File: src/rtl/uart_tx_pkg.sv
package uart_tx_pkg;
  localparam int DATA_W        = 8;
  localparam int MIN_W         = 5;
  localparam int LEN_W         = $clog2(DATA_W - MIN_W + 1);
  localparam int TICKS_PER_BIT = 16;
  localparam int IDX_W         = $clog2(DATA_W);

  typedef enum logic [2:0] {
    PH_IDLE  = 3'd0,
    PH_START = 3'd1,
    PH_DATA  = 3'd2,
    PH_PAR   = 3'd3,
    PH_STOP  = 3'd4
  } tx_phase_e;

  typedef struct packed {
    logic [LEN_W-1:0] len;
    logic             par_en;
    logic             par_odd;
    logic             stop2;
  } tx_cfg_t;
endpackage

File: src/rtl/uart_tx_bit_timer.sv
module uart_tx_bit_timer #(
  parameter int TICKS = 16
) (
  input  logic clk,
  input  logic rst_n,
  input  logic run,
  input  logic tick,
  output logic bit_done
);
  localparam int CW = (TICKS > 1) ? $clog2(TICKS) : 1;
  localparam logic [CW-1:0] LAST = CW'(TICKS - 1);

  logic [CW-1:0] cnt;

  assign bit_done = run && tick && (cnt == LAST);

  always_ff @(posedge clk or negedge rst_n) begin
    if (!rst_n) begin
      cnt <= '0;
    end else if (!run) begin
      cnt <= '0;
    end else if (tick) begin
      cnt <= (cnt == LAST) ? '0 : cnt + 1'b1;
    end
  end
endmodule

File: src/rtl/uart_tx_parity.sv
module uart_tx_parity
  import uart_tx_pkg::*;
(
  input  logic [DATA_W-1:0] data,
  input  logic [LEN_W-1:0]  len,
  input  logic              odd,
  output logic              par
);
  logic [DATA_W-1:0] keep;

  genvar gi;
  generate
    for (gi = 0; gi < DATA_W; gi++) begin : g_mask
      if (gi < MIN_W) begin : g_always
        assign keep[gi] = data[gi];
      end else begin : g_len
        assign keep[gi] = data[gi] && (int'(len) >= (gi - MIN_W + 1));
      end
    end
  endgenerate

  assign par = (^keep) ^ odd;
endmodule

File: src/rtl/uart_tx_sequencer.sv
module uart_tx_sequencer
  import uart_tx_pkg::*;
(
  input  logic              clk,
  input  logic              rst_n,
  input  logic              bit_done,
  input  logic              in_valid,
  input  logic [DATA_W-1:0] in_data,
  input  tx_cfg_t           cfg_in,
  input  logic              par_in,
  output logic              in_ready,
  output logic              txd
);
  localparam logic [IDX_W-1:0] LAST_BASE = IDX_W'(MIN_W - 1);

  tx_phase_e         phase;
  tx_cfg_t           cfg_q;
  logic [DATA_W-1:0] shreg;
  logic [IDX_W-1:0]  idx;
  logic              par_q;
  logic [IDX_W-1:0]  last_data;
  logic [IDX_W-1:0]  last_stop;

  assign last_data = LAST_BASE + IDX_W'(cfg_q.len);
  assign last_stop = cfg_q.stop2 ? IDX_W'(1) : IDX_W'(0);
  assign in_ready  = (phase == PH_IDLE);

  always_comb begin
    unique case (phase)
      PH_START: txd = 1'b0;
      PH_DATA:  txd = shreg[0];
      PH_PAR:   txd = par_q;
      default:  txd = 1'b1;
    endcase
  end

  always_ff @(posedge clk or negedge rst_n) begin
    if (!rst_n) begin
      phase <= PH_IDLE;
      cfg_q <= '0;
      shreg <= '0;
      idx   <= '0;
      par_q <= 1'b0;
    end else begin
      unique case (phase)
        PH_IDLE: begin
          if (in_valid) begin
            phase <= PH_START;
            cfg_q <= cfg_in;
            shreg <= in_data;
            par_q <= par_in;
            idx   <= '0;
          end
        end
        PH_START: begin
          if (bit_done) begin
            phase <= PH_DATA;
            idx   <= '0;
          end
        end
        PH_DATA: begin
          if (bit_done) begin
            shreg <= shreg >> 1;
            if (idx == last_data) begin
              phase <= cfg_q.par_en ? PH_PAR : PH_STOP;
              idx   <= '0;
            end else begin
              idx <= idx + 1'b1;
            end
          end
        end
        PH_PAR: begin
          if (bit_done) begin
            phase <= PH_STOP;
            idx   <= '0;
          end
        end
        PH_STOP: begin
          if (bit_done) begin
            if (idx == last_stop) begin
              phase <= PH_IDLE;
              idx   <= '0;
            end else begin
              idx <= idx + 1'b1;
            end
          end
        end
        default: phase <= PH_IDLE;
      endcase
    end
  end
endmodule

File: src/rtl/uart_frame_tx.sv
module uart_frame_tx
  import uart_tx_pkg::*;
(
  input  logic              clk,
  input  logic              rst_n,
  input  logic              tick16,
  input  logic [LEN_W-1:0]  cfg_len,
  input  logic              cfg_par_en,
  input  logic              cfg_par_odd,
  input  logic              cfg_stop2,
  input  logic              in_valid,
  input  logic [DATA_W-1:0] in_data,
  output logic              in_ready,
  output logic              txd
);
  tx_cfg_t cfg_in;
  logic    par_live;
  logic    bit_done;

  assign cfg_in.len     = cfg_len;
  assign cfg_in.par_en  = cfg_par_en;
  assign cfg_in.par_odd = cfg_par_odd;
  assign cfg_in.stop2   = cfg_stop2;

  uart_tx_parity u_par (
    .data (in_data),
    .len  (cfg_len),
    .odd  (cfg_par_odd),
    .par  (par_live)
  );

  uart_tx_bit_timer #(.TICKS(TICKS_PER_BIT)) u_timer (
    .clk      (clk),
    .rst_n    (rst_n),
    .run      (!in_ready),
    .tick     (tick16),
    .bit_done (bit_done)
  );

  uart_tx_sequencer u_seq (
    .clk      (clk),
    .rst_n    (rst_n),
    .bit_done (bit_done),
    .in_valid (in_valid),
    .in_data  (in_data),
    .cfg_in   (cfg_in),
    .par_in   (par_live),
    .in_ready (in_ready),
    .txd      (txd)
  );
endmodule

File: config.mk
export PLATFORM = sky130hd
export DESIGN_NAME = uart_frame_tx
export DESIGN_NICKNAME = d
export VERILOG_FILES = /design/src/rtl/uart_tx_pkg.sv /design/src/rtl/uart_tx_bit_timer.sv /design/src/rtl/uart_tx_parity.sv /design/src/rtl/uart_tx_sequencer.sv /design/src/rtl/uart_frame_tx.sv
export SDC_FILE = /design/constraint.sdc
export NUM_CORES = 1
export LEC_CHECK = 0
export ABC_AREA = 1
export BUFFER_PORTS_ARGS = -buffer_cell sky130_fd_sc_hd__buf_2
export CAP_MARGIN = 5
export CORE_ASPECT_RATIO = 0.9
export CORE_UTILIZATION = 50
export DETAILED_ROUTE_END_ITERATION = 6
export GPL_TIMING_DRIVEN = 0
export PLACE_DENSITY = 0.78
export SYNTH_ARGS = -nofsm -noshare
export SYNTH_HDL_FRONTEND = slang
export SYNTH_SLANG_ARGS = --single-unit
File: constraint.sdc
create_clock -name clk -period 3.8 [get_ports clk]
set_input_delay 0.76 -clock clk [delete_from_list [all_inputs] [get_ports clk]]
set_output_delay 0.76 -clock clk [all_outputs]
set_load 0.02 [all_outputs]
==> results by group <==
Clock network
  • Hold buffer count at cts: 0
  • Gates resized, CTS repair: 0
  • CTS max path bufs: 2
  • CTS root buffer: clkbuf_4
  • Clock-pin slew on the worst setup and hold paths: 130 ps
  • CTS sink cnt: 23
  • Worst-Skew Late Latency: 310 ps
  • CTS tree: built
  • Total CTS buffers: 3
  • H-tree levels: 1
  • Post-CTS Setup Bufs: 0

Yosys
  • Ys Warns: 0
  • EDFF count, synth: 0
  • Main flop type after synthesis: dfrtp_1
  • Synth async-reset ratio: 1.00
  • Most frequent cell after synthesis: nand2_1
  • Sequential element share of the synthesized area: 0.385
  • Post-Syn Area per Cell: 6.92 um^2
  • Synth Register Bits: 23
  • Main area contributors after synthesis: dfrtp_1 39%, nand2_1 20%, inv_1 7.5%, nand3_1 7.0%, o21ai_0 3.0%
  • Syn Std Cell Area: 1490 um^2
  • Synth cell types: 27
  • Area fraction of the dominant cell type after synthesis: 0.385
  • Syn Inst Count: 216
  • Most frequent cells after synthesis: 78 x nand2_1, 30 x inv_1, 23 x dfrtp_1
  • Mapped Nets: 235
  • Yosys top cell by area: dfrtp_1

Final layout
  • Final instance area: 1660 um^2
  • Fill cells: 298
  • Multi-input logic area: 762 um^2
  • Layout Nets: 258
  • Core Util, Final: 0.595
  • Area occupied by registers: 576 um^2
  • Fin cells: 278
  • Share of layout cells above drive strength 1: 0.164
  • Diode count: 0
  • Area added between synthesis and finish: 11.1%

Placement
  • Buffers on Ports: 18
  • DP Wirelength: 2.22 mm
  • Global placement routability congestion: 0.843
  • Placed Area: 1630 um^2
  • Placed insts: 274
  • Worst slack, placed: 1830 ps

Run
  • Max Cap Viol: 0

Global routing
  • Antenna violations before repair: 0
  • Total grt overflow: 0
  • Number of global-route vias before repair: 1239
  • First-pass GRT wire length: 5.15 mm
  • GRT Overall Usage: 0.218
  • Largest net degree at the start of global routing: 24

Timing
  • Finish-stage setup viols: 0
  • Min cycle time layout: 2320 ps
  • Tcrit/Tclk final: 0.610
  • Unrepaired setup endpoints after global routing: no
  • Worst Max-Slew Pin Slew: 516 ps
  • Final slew viol count: 0
  • Final Hold Viols: 0
  • Hold_ws: 393 ps
  • Clk_skew: 10.7 ps
  • Final setup TNS: 0 ps
  • Worst setup margin: 1480 ps
  • Max Clk Rate: 0.431 GHz
  • Rel. slew slack: 0.656

Die
  • Effective utilization at floorplan: 0.535
  • Die W: 59.6 um
  • Core area: 2790 um^2
  • Ports: 19
  • Die Y: 53.9 um
  • Die area: 3210 um^2
  • Site Rows: 18

Critical path
  • Critical Path Fanout Max: 8
  • Slowest-stage cell, CP: dfrtp_1
  • Data arrival, critical path: 1560 ps
  • Setup crit end kind: output port
  • Critical Path, Cell by Cell: inv_2 > nand3_2 > o2111ai_1 > buf_2
  • R2r startpoint: u_timer.cnt[0]
  • Setup crit start: u_seq.phase[2]
  • Cell depth of the worst flop-to-flop path: 9
  • Worst Path Required: 3040 ps
  • Slowest stage delay, CP: 420 ps
  • Critical path startpoint category: flop
  • CP Class: flop to output port

Power and ir drop
  • Max rail drop VDD: 0.364 mV
  • Pwr Total: 1.03 mW
  • Pwr per Cell Area: 621 nW/um^2
  • Leak: 0.909 nW

Drt
  • Drt initial violations: 84
  • DR pass1 iterations: 4
  • Drt drc: 0
  • Antenna Nets Post-Route: 0
  • Vias per cell: 4.85
  • Routed WL: 2.87 mm
  • DR vias: 1347
  • WL/cell: 10.3 um

Outcome
  • Outcome: finished, final reports clean

Min path
  • Tightest Hold Check Type: primary input to async pin
worst max-delay path, delay by kind of cell, from the launching register on:
family	cells	cell delay, ps
AOI/OAI and AO/OA	1	260
buffers and inverters	2	350
DFF	1	420
and+or+nand+nor	1	230
registers in the layout, indices dropped and copies added, names as in the netlist:
register,cells
u_seq.shreg,8
u_seq.phase,3
u_timer.cnt,4
u_seq.par_q,1
u_seq.idx,3
u_seq.cfg_q,4
final cells by class:
cell class	instances	area share
buffer	2	0.0113
multi-input combinational	155	0.459
clock buffer	4	0.0158
tap	40	0.0301
sequential	23	0.347
timing repair buffer	18	0.0543
inverter	36	0.0829
layout by cell type (no fill, tap or decap), types with 2 or more instances in the layout:
| master | netlist | final |
|---|---|---|
| nand2_1 | 78 | 78 |
| a21oi_1 | 2 | 2 |
| inv_1 | 30 | 30 |
| o21ai_1 | 8 | 8 |
| nand3_1 | 21 | 21 |
| clkbuf_4 | 0 | 3 |
| xor2_1 | 2 | 2 |
| buf_2 | 0 | 18 |
| dfrtp_1 | 23 | 23 |
| nand3_2 | 2 | 2 |
| o21ai_2 | 2 | 2 |
| ha_1 | 2 | 2 |
| o211ai_2 | 2 | 2 |
| inv_2 | 5 | 5 |
| o21ai_0 | 9 | 9 |
| o211ai_1 | 6 | 6 |
| nor2_1 | 12 | 12 |
worst paths after layout:
path	endpoint	slack, ps
setup / recovery	txd	1480
hold / removal	u_seq.idx[0]	390
setup reg to reg	u_seq.phase[1]	2240
hold reg to reg	u_seq.cfg_q[3]	510
max in group asynchronous	u_seq.shreg[2]	3050
min in group clk	u_seq.cfg_q[3]	510
cell families after synthesis:
group	Yosys count	share of synthesized area
buffers and inverters	38	0.105
adders and majority gates	2	0.0167
DFF	23	0.385
and+or+nand+nor	119	0.338
xor gates and xnor gates	2	0.0117
AOI/OAI and AO/OA	32	0.144
layer usage:
layer,up-vias,track usage,share of wire
met5,-,0,0
met2,31,0.339,0.43
met4,0,0.0659,0.0056
li1,734,-,-
met1,580,0.300,0.52
met3,2,0.0577,0.041
where the power goes:
part / switching [mW] / internal, mW / leakage, nW
Combinational: 0.336 / 0.178 / 0.601
Clock: 0.0728 / 0.0410 / 0.0150
Sequential: 0.0608 / 0.342 / 0.293
Total: 0.470 / 0.560 / 0.909
Power figures use the tool's default switching activity.
